**config.mk**
```make
export PLATFORM = sky130hd
export DESIGN_NAME = sr_quantizer
export DESIGN_NICKNAME = d
export VERILOG_FILES = /design/src/rtl/sr_quantizer.sv
export SDC_FILE = /design/constraint.sdc
export NUM_CORES = 1
export LEC_CHECK = 0
export ABC_AREA = 1
export BUFFER_PORTS_ARGS = -buffer_cell sky130_fd_sc_hd__buf_2
export CAP_MARGIN = 5
export CORE_MARGIN = 3
export CORE_UTILIZATION = 45
export DETAILED_ROUTE_END_ITERATION = 16
export PLACE_DENSITY = 0.65
export SLEW_MARGIN = 40
export SYNTH_ARGS = -nofsm -noshare
export SYNTH_HDL_FRONTEND = slang
export SYNTH_SLANG_ARGS = --single-unit
```
**constraint.sdc**
```tcl
create_clock -name clk -period 3 [get_ports clk]
set_input_delay 0.3 -clock clk [delete_from_list [all_inputs] [get_ports clk]]
set_output_delay 0.3 -clock clk [all_outputs]
set_load 0.1 [all_outputs]
```
**src/rtl/sr_quantizer.sv**
```systemverilog
module sr_quantizer #(
  parameter int IN_W = 16,
  parameter int CODE_W = 4,
  parameter int SHIFT = 4,
  parameter logic [15:0] SEED_A = 16'hACE1,
  parameter logic [15:0] SEED_B = 16'h1D2B
) (
  input  logic                    clk,
  input  logic                    rst_n,
  input  logic                    in_valid,
  input  logic signed [IN_W-1:0]  in_value,
  input  logic signed [IN_W-1:0]  lower,
  output logic                    out_valid,
  output logic [2*CODE_W-1:0]     out_codes
);
  localparam int DW = IN_W + 2;
  localparam int RND_W = 16;
  localparam int MAXC = (1 << CODE_W) - 1;
  localparam logic signed [DW-1:0] SPAN = DW'(MAXC << SHIFT);
  localparam logic [RND_W-1:0] MASK_A = 16'hB400;
  localparam logic [RND_W-1:0] MASK_B = 16'hD008;

  function automatic logic [RND_W-1:0] lfsr_next(logic [RND_W-1:0] s, logic [RND_W-1:0] m);
    return s[0] ? ((s >> 1) ^ m) : (s >> 1);
  endfunction

  logic signed [DW-1:0] diff;
  logic                 below, above;
  logic [CODE_W-1:0]    base;
  logic [RND_W-1:0]     frac_s;
  logic [RND_W-1:0]     lfsr_a, lfsr_b;
  logic [CODE_W-1:0]    code_a, code_b;

  assign diff   = DW'(in_value) - DW'(lower);
  assign below  = diff < 0;
  assign above  = diff >= SPAN;
  assign base   = CODE_W'(diff >>> SHIFT);
  assign frac_s = RND_W'(diff[SHIFT-1:0]) << (RND_W - SHIFT);

  assign code_a = below ? '0 : above ? CODE_W'(MAXC) : base + CODE_W'(lfsr_a < frac_s);
  assign code_b = below ? '0 : above ? CODE_W'(MAXC) : base + CODE_W'(lfsr_b < frac_s);

  always_ff @(posedge clk) begin
    if (!rst_n) begin
      out_valid <= 1'b0;
      out_codes <= '0;
      lfsr_a    <= SEED_A;
      lfsr_b    <= SEED_B;
    end else begin
      out_valid <= in_valid;
      if (in_valid) begin
        out_codes <= {code_b, code_a};
        lfsr_a    <= lfsr_next(lfsr_a, MASK_A);
        lfsr_b    <= lfsr_next(lfsr_b, MASK_B);
      end
    end
  end
endmodule

```
==> results of run 1 <==
-- cell usage after synthesis (all sizes together) --
cell / number
nand4: 12
xor2: 5
a21oi: 29
o21ai: 24
buf: 4
nor3: 1
a211oi: 1
a21o: 2
dfxtp: 41
nand2: 139
clkbuf: 8
nand3b: 1
inv: 69
ha: 26
fa: 1
xnor2: 2
nand3: 36
nor2: 51
-- state kept, by name, summed over array words and instances, names as in the netlist --
signal,cells
out_codes,8
out_valid,1
lfsr_a,16
lfsr_b,16
-- metal layers --
layer,vias to the layer above,wire (um),global-route usage
li1,1505,-,-
met1,1180,3220,0.249
met2,50,2680,0.264
met3,0,292,0.0304
met4,0,0,0.0255
met5,-,0,0
-- worst min path at each step --
stage | from | endpoint | depth (start not counted)
final | rst_n | lfsr_a[11]$_SDFFE_PN1P_ | 2
after global routing | rst_n | lfsr_a[11]$_SDFFE_PN1P_ | 2
after CTS | rst_n | lfsr_a[15]$_SDFFE_PN1P_ | 2
after detailed placement | lfsr_a[5]$_SDFFE_PN1P_ | lfsr_a[5]$_SDFFE_PN1P_ | 2
after global placement | lfsr_a[6]$_SDFFE_PN1P_ | lfsr_a[6]$_SDFFE_PN1P_ | 2
after floorplan | lfsr_a[6]$_SDFFE_PN1P_ | lfsr_a[6]$_SDFFE_PN1P_ | 2
-- worst max-delay path: stages --
cell and delay (ps):
buf_2 70, inv_1 30, ha_1 210, fa_1 410, xor2_1 230, ha_1 260, a21o_1 170, a21oi_1 140
ha_1 230, ha_1 180, xor2_1 160, nand4_1 100, nand2_1 70, a21oi_1 50
-- power by group --
group | total [mW] | internal, mW | switching, mW | leakage, nW
sequential | 0.617 | 0.587 | 0.0299 | 0.341
combinational | 0.565 | 0.192 | 0.373 | 1.42
clock | 0.388 | 0.208 | 0.181 | 0.0542
total | 1.57 | 0.987 | 0.583 | 1.82
-- layout make-up --
type | instances | area, um^2
Clock inverter | 1 | 5.00
Fill cell | 636 | 2800
Sequential cell | 41 | 821
Multi-Input combinational cell | 330 | 1790
Inverter | 69 | 259
Timing Repair Buffer | 45 | 230
Clock buffer | 7 | 96.3
Tap cell | 75 | 93.8
-- cell families (layout without fill, tap and decap cells) --
group	after synthesis	after routing
xor gates and xnor gates	7	7
DFF	41	41
and+or+nand+nor	240	240
adders and majority gates	27	27
buffers and inverters	81	122
AOI/OAI and AO/OA	56	56
-- stage by stage --
step	power, mW	hold slack [ps]	area (um^2)	instances	setup slack (ps)
2_1_floorplan	1.07	429	2920	452	542
4_1_cts	1.59	425	3300	568	536
3_5_place_dp	1.19	445	3200	560	230
3_3_place_gp	1.18	441	3200	560	343
5_1_grt	1.69	458	3300	568	290
6_report	1.57	439	3300	568	537
==> impl_metrics.yaml, run 1 <==
cells_and_area:
  final_common_cell: "nand2_1"
  utilization: 0.541
  drive_gt1_frac: 0.185
  diodes: 0
  area_growth_pct: 12.9
  final_nets: 554
  final_cell_mix: "nand2_1, inv_1, nor2_1, buf_2, dfxtp_1"
die:
  rows: 28
  core_area_um2: 6100
  dieArea_um2: 7500
  die_h_um: 86.6
  initial_core_util: 0.479
  io_pins: 44
  die_w_um: 86.6
worst_setup_path:
  cp_data_arrival_time_ps: 2630
  required_ps: 3170
  endpoint_kind: "register"
  reg2reg_to: "out_codes[6]$_SDFFE_PN0P_"
  cp_max_fo: 3
  worstSetupPathType: "primary input to register"
  crit_start: "in_value[0]"
  startpoint_type: "primary input"
  r2r_cells: 11
  r2r_slack_ps: 1010
  reg2reg_from: "lfsr_b[13]$_SDFFE_PN0P_"
  crit_end: "out_codes[6]$_SDFFE_PN0P_"
logic_synthesis:
  syn_inst: 452
  synth-xor-area-share: 0.0210
  synth_adder_area_share: 0.118
  ys_ff_latch: 41
  ys.warnings.count: 0
  synth_top_family_by_area: "simple AND/OR/NAND/NOR gates"
  yosys-top-cells-area: "dfxtp_1, nand2_1, ha_1, inv_1, nor2_1"
  synth_compound_area_frac: 0.109
  synthesis.nets: 514
  synth.yosys.seq_area_share: 0.281
  synthSimpleGateAreaFrac: 0.365
  synth_top_area_frac: 0.281
  synth_mux_area_frac: 0
  synth_cell_types: 25
  netlist_area_um2: 2920
  synth.largest_area_cell: "dfxtp_1"
  avgSynthCellArea_um2: 6.46
power_and_ir_drop:
  peakVddDrop_mv: 0.367
  powerDensity_nw_per_um2: 476
  p_leak_nw: 1.82
clock_tree:
  cts-root-buf: "clkbuf_8"
  clock-sinks: 41
  insertion_delay_ps: 290
  cts_buffers: 5
  path_clk_slew_ps: 80
  holdBufCountCts: 0
  clockBufferDepth: 2
  post_cts.repair.setup_buffers: 0
  cts_tree: "built"
  htreeDepth: 2
  cts_resized: 0
drt:
  ant_nets: 0
  drt_wl_total_mm: 6.19
  post_drt_wl_per_cell_um: 10.9
  viasPerCell: 4.82
  num_vias: 2735
  drtPass1Iterations: 6
  drc: 0
  drt_iter0_drc: 122
outcome:
  outcome: "finished clean"
global_route:
  grt_use_total: 0.170
  grt_antenna_before_repair: 0
  grt_pass1_vias: 2431
  grt_pass1_wl_mm: 10.6
  grt_max_degree: 34
  grt_overflow: 0
place:
  port_buffers: 43
  dpl.hpwl_mm: 4.86
  place_congestion: 0.788
sta:
  min_period_ps: 2460
  max_clock_freq_mhz: 406
  final.period_utilization: 0.821
  relSlewSlack: 0.622
  finalSetupTns_ps: 0
  setup_viol: 0
  fin_worst_skew_ps: 8.29
  finalHoldViolations: 0
  timing_worst_slew_pin_value_ps: 566
  final_max_slew_viol_count: 0
  rsz0062_at_grt: "false"
worst_hold_path:
  hold_path_class: "primary input to register"
job:
  drv_cap: 0
(Power assumes the default switching activity.)
==> inputs of run 2 (changes only) <==
--- a/config.mk
+++ b/config.mk
@@ -5,13 +5,13 @@
 export SDC_FILE = /design/constraint.sdc
 export NUM_CORES = 1
 export LEC_CHECK = 0
-export ABC_AREA = 1
+export ABC_AREA = 0
 export BUFFER_PORTS_ARGS = -buffer_cell sky130_fd_sc_hd__buf_2
 export CAP_MARGIN = 5
 export CORE_MARGIN = 3
 export CORE_UTILIZATION = 45
 export DETAILED_ROUTE_END_ITERATION = 16
-export PLACE_DENSITY = 0.65
+export PLACE_DENSITY = 0.68
 export SLEW_MARGIN = 40
 export SYNTH_ARGS = -nofsm -noshare
 export SYNTH_HDL_FRONTEND = slang
==> constraint.sdc (replaced) <==
create_clock -name clk -period 2.01 [get_ports clk]
set_input_delay 0.201 -clock clk [delete_from_list [all_inputs] [get_ports clk]]
set_output_delay 0.201 -clock clk [all_outputs]
set_load 0.1 [all_outputs]
==> run 2 against run 1 <==
Compared with the run above:
- the flow now finishes with violations (negative setup slack)
- register-to-register slack lost 860 ps
- critical path depth is 1 lower
- combinational power is 100% higher
- cell count fell by 16%
- worst setup slack got worse by 690 ps
- non-clock buffer count grew 46
- utilization grew 12 points
- clock-buffer cell count rose by 1
- highest routed layer is now met4
==> impl_metrics.yaml, run 2 <==
die:
  die_w_um: 84.3
  io_pins: 44
  core_area_um2: 5710
  initial_core_util: 0.483
  rows: 27
  die_h_um: 84.3
  dieArea_um2: 7110
global_route:
  grt_pass1_wl_mm: 10.9
  grt_max_degree: 25
  grt_antenna_before_repair: 0
  grt_overflow: 0
  grt_pass1_vias: 2464
  grt_use_total: 0.180
logic_synthesis:
  synth.largest_area_cell: "dfxtp_1"
  synth.yosys.seq_area_share: 0.297
  ys_ff_latch: 41
  synth_top_area_frac: 0.297
  synthesis.nets: 380
  synth_cell_types: 53
  async_flop_share: 0
  synth-main-ff-cell: "dfxtp_1"
  avgSynthCellArea_um2: 8.68
  netlist_area_um2: 2760
  yosys.cell_count.top_type: "dfxtp_1"
  synth_common_cells: "dfxtp_1, mux2i_1, ha_1, nand2_1"
  synth_edf_count: 0
  ys.warnings.count: 0
  yosys-top-cells-area: "dfxtp_1, ha_1, mux2i_1, nor2b_1, nand2_1"
  syn_inst: 318
sta:
  setup_viol: 8
  finalHoldViolations: 0
  rsz0062_at_grt: "true"
  fin_ws_ps: -151
  fin_worst_skew_ps: 5.75
  min_period_ps: 2160
  max_clock_freq_mhz: 463
  final.period_utilization: 1.08
  timing_worst_slew_pin_value_ps: 491
  relSlewSlack: 0.675
  final_max_slew_viol_count: 0
cells_and_area:
  final_nets: 466
  utilization: 0.663
  final_area_um2: 3780
  multi_input_area_um2: 2100
  diodes: 0
  final_common_cell: "buf_4"
  fillerInstances: 467
  final_cell_mix: "buf_4, buf_2, dfxtp_1, mux2i_1, nand2_1"
  regArea_um2: 821
  top_regs: "lfsr_a x16, lfsr_b x16, out_codes x8"
  area_growth_pct: 37.1
  drive_gt1_frac: 0.356
outcome:
  outcome: "finished, violations left"
  violations: "negative setup slack"
worst_setup_path:
  required_ps: 2180
  cp_top_family: "adder cells"
  cp_max_fo: 3
  endpoint_kind: "register"
  critical-path-slowest-cell: "fa_2"
  worstSetupPathType: "primary input to register"
  cp_slowest_stage_delay_ps: 590
  crit_buf_inv: 2
  worstPathCellList: "buf_8 -> inv_8 -> ha_4 -> fa_2 -> ha_4 -> o21a_1 -> o21ai_2 -> nand2b_1 -> a21oi_2 -> ha_2 -> ha_4 -> nor2_4 -> a41oi_2"
  startpoint_type: "primary input"
  cp_data_arrival_time_ps: 2330
  cpMostUsedCell: "ha_4"
drt:
  drc: 0
  drt_iter0_drc: 121
  wl_met3_um: 302
  drtPass1Iterations: 5
  wl_met1_mm: 3.04
  highest_layer: "met4"
  met2_length_mm: 2.95
  post_drt_wl_per_cell_um: 13.3
  viasPerCell: 5.26
  num_vias: 2510
  ant_nets: 0
  drt_wl_total_mm: 6.35
power_and_ir_drop:
  powerDensity_nw_per_um2: 677
  p_leak_nw: 1.71
  peakVddDrop_mv: 0.467
job:
  drv_cap: 0
clock_tree:
  clock-sinks: 41
  cts-root-buf: "clkbuf_8"
  cts_tree: "built"
  htreeDepth: 2
  cts_buffers: 5
  path_clk_slew_ps: 70
  insertion_delay_ps: 290
  clockBufferDepth: 2
place:
  place_congestion: 0.915
  dp_slack_ps: -521
  placed_area_um2: 3390
  port_buffers: 43
  dpl.hpwl_mm: 4.52
worst_hold_path:
  hold_path_class: "primary input to register"
run 2: what timing repair did:
item | CTS | global route
gates resized for setup | 25 | 19
setup buffers | 3 | 1
setup endpoints to repair | 8 | 8
hold buffers | 0 | 0
pin swaps | 20 | 10
run 2: area by class of cell:
cell class,count,share of cell area
inverters,23,0.0248
repair buffers,91,0.159
multi-input cells,242,0.554
well taps,72,0.0238
flip-flops and latches,41,0.217
clock buffers,8,0.0212
run 2: stage by stage:
step / cells / hold WS, ps / total power [mW] / TNS [ps]
floorplan: 318 / 343 / 1.56 / -2100
global route: 477 / 247 / 2.73 / -1760
global placement: 465 / 454 / 1.83 / -3440
finish: 477 / 231 / 2.56 / -1000
detailed placement: 465 / 460 / 1.85 / -3740
CTS: 476 / 225 / 2.46 / -476
run 2: worst register-to-register path, cell delays in order, from the launching register on:
cell,delay [ps]
dfxtp_1,440
ha_4,240
o21a_1,90
o21ai_1,110
nand2b_1,80
a21oi_2,160
ha_4,180
ha_4,140
xnor2_2,70
nor2_2,130
a41oi_2,90
run 2: per-layer routing:
| metal | GRT usage | vias to the layer above |
|---|---|---|
| met3 | 0.0402 | 8 |
| met5 | 0 | - |
| met4 | 0.0468 | 0 |
| li1 | - | 1317 |
| met1 | 0.252 | 1123 |
| met2 | 0.278 | 62 |
run 2: final timing paths:
check | start | end | slack, ps | cells after the start
min | rst_n | lfsr_b[1]$_SDFFE_PN1P_ | 230 | 2
max reg2reg | lfsr_a[13]$_SDFFE_PN1P_ | out_codes[2]$_SDFFE_PN0P_ | 150 | 10
min reg2reg | lfsr_a[7]$_SDFFE_PN1P_ | lfsr_a[7]$_SDFFE_PN1P_ | 470 | 2
max | in_value[0] | out_codes[5]$_SDFFE_PN0P_ | -150 | 13
run 2: kinds of logic after synthesis:
logic type | synth area share
compound gates | 0.206
xor+xnor | 0.0381
fa+ha+maj | 0.125
buf+inv | 0.0480
flops | 0.297
mux | 0.102
simple gates | 0.183
run 2: report_power, final:
group	switching, mW	internal, mW
combinational	0.607	0.533
clock	0.262	0.247
sequential	0.0419	0.870
==> inputs of run 3 (changes only) <==
==> constraint.sdc (replaced) <==
create_clock -name clk -period 2.01 [get_ports clk]
set_input_delay 0.1005 -clock clk [delete_from_list [all_inputs] [get_ports clk]]
set_output_delay 0.1005 -clock clk [all_outputs]
set_load 0.1 [all_outputs]
==> run 3 against run 2 <==
Compared with the run above:
- the flow still finishes with violations (negative setup slack)
- combinational power down 4%
- worst setup slack better by 120 ps
- hold slack better by 46 ps
- non-clock buffer count down 3
- clock power up 32%
- sequential share of layout area up 0.27 points
- cell count down 0.63%
- utilization down 0.81 points
- via count down 0.88%
- highest routed layer unchanged
==> impl_metrics.yaml, run 3 (same netlist as run 2, synthesis figures left out) <==
drt:
  met2_length_mm: 2.85
  num_vias: 2488
  drtPass1Iterations: 4
  drt_wl_total_mm: 6.34
  wl_met1_mm: 3.19
  viasPerCell: 5.25
  wl_met3_um: 222
  ant_nets: 0
  drc: 0
  post_drt_wl_per_cell_um: 13.4
  highest_layer: "met4"
  drt_iter0_drc: 125
sta:
  final.period_utilization: 1.01
  finalSetupTns_ps: -30.3
  fin_worst_skew_ps: 2.15
  setup_viol: 2
  max_clock_freq_mhz: 490
  fin_ws_ps: -29.7
  final_max_slew_viol_count: 0
  timing_worst_slew_pin_value_ps: 637
  min_period_ps: 2040
  finalHoldViolations: 0
  rsz0062_at_grt: "true"
  relSlewSlack: 0.575
die:
  die_h_um: 84.3
  dieArea_um2: 7110
  io_pins: 44
  core_area_um2: 5710
  rows: 27
  die_w_um: 84.3
  initial_core_util: 0.483
global_route:
  grt_use_total: 0.180
  grt_antenna_before_repair: 0
  grt_max_degree: 42
  grt_overflow: 0
  grt_pass1_wl_mm: 10.8
  grt_pass1_vias: 2496
cells_and_area:
  regArea_um2: 821
  final_cell_count_no_fill: 474
  area_growth_pct: 35.4
  final_common_cell: "buf_4"
  fillerInstances: 482
  multi_input_area_um2: 2040
  top_regs: "lfsr_a x16, lfsr_b x16, out_codes x8"
  final_area_um2: 3740
  final_nets: 463
  diodes: 0
  final_cell_mix: "buf_4, buf_2, dfxtp_1, mux2i_1, nand2_1"
  drive_gt1_frac: 0.351
  utilization: 0.655
worst_setup_path:
  startpoint_type: "primary input"
  cp_max_fo: 3
  cp_data_arrival_time_ps: 2210
  endpoint_kind: "register"
  worstSetupPathType: "primary input to register"
  required_ps: 2180
power_and_ir_drop:
  peakVddDrop_mv: 0.545
  p_leak_nw: 1.71
  powerDensity_nw_per_um2: 715
clock_tree:
  insertion_delay_ps: 290
  clockBufferDepth: 2
  cts_buffers: 5
  clock-sinks: 41
  cts-root-buf: "clkbuf_8"
  path_clk_slew_ps: 70
  cts_tree: "built"
  htreeDepth: 2
place:
  place_congestion: 0.860
  dp_slack_ps: -430
  dpl.hpwl_mm: 4.61
  placed_area_um2: 3380
  port_buffers: 43
  dp_cells: 464
job:
  drv_cap: 0
worst_hold_path:
  hold_path_class: "primary input to register"
outcome:
  outcome: "finished, violations left"
  violations: "negative setup slack"
[run 3: cell types whose count changed in the layout (fill, tap and decap cells not counted), sizes merged]
cell | previous run | this run
clkbuf | 8 | 7
buf | 91 | 88
bufinv | 0 | 1
[run 3: layer usage]
metal  track usage  up-vias
li1              -     1305
met1         0.254     1132
met2         0.281       44
met3        0.0314        7
met4        0.0512        0
met5             0        -
[run 3: area by class of cell]
type                       count  share of cell area
multi-input combinational    242               0.547
sequential                    41               0.220
timing repair buffer          88               0.153
inverter                      23              0.0251
tap                           72              0.0241
clock buffer                   7              0.0231
clock inverter                 1             0.00803
[run 3: repair_timing]
action	CTS	global route
pin swaps	18	20
buffers inserted	0	2
gates resized for setup	15	23
hold buffers	0	0
setup endpoints to repair	8	8
[run 3: per-stage QoR]
step / hold WS, ps / total power, mW
detailed placement: 462 / 1.84
global placement: 453 / 1.83
CTS: 257 / 2.57
global route: 305 / 2.83
finish: 277 / 2.67
floorplan: 243 / 1.56
[run 3: power breakdown]
group / internal, mW / switching (mW) / total (mW)
registers: 0.870 / 0.0413 / 0.912
clock network: 0.405 / 0.269 / 0.673
logic: 0.500 / 0.589 / 1.09
[run 3: worst max-delay path, stage by stage]
cell      delay [ps]
buf_8             80
inv_8             30
ha_4             150
fa_2             580
ha_4             210
o21a_1           100
o21ai_1          110
nand2b_1          80
a21oi_2          160
ha_4             170
ha_4             130
xnor2_2           60
nor2_2           130
a41oi_2          110
[run 3: worst paths after layout]
kind	from	endpoint	slack, ps	depth (start not counted)
setup / recovery	in_value[0]	out_codes[2]$_SDFFE_PN0P_	-30	14
hold / removal	rst_n	lfsr_b[1]$_SDFFE_PN1P_	280	2
hold reg to reg	lfsr_b[5]$_SDFFE_PN1P_	lfsr_b[5]$_SDFFE_PN1P_	470	2
setup reg to reg	lfsr_a[13]$_SDFFE_PN1P_	out_codes[2]$_SDFFE_PN0P_	180	10
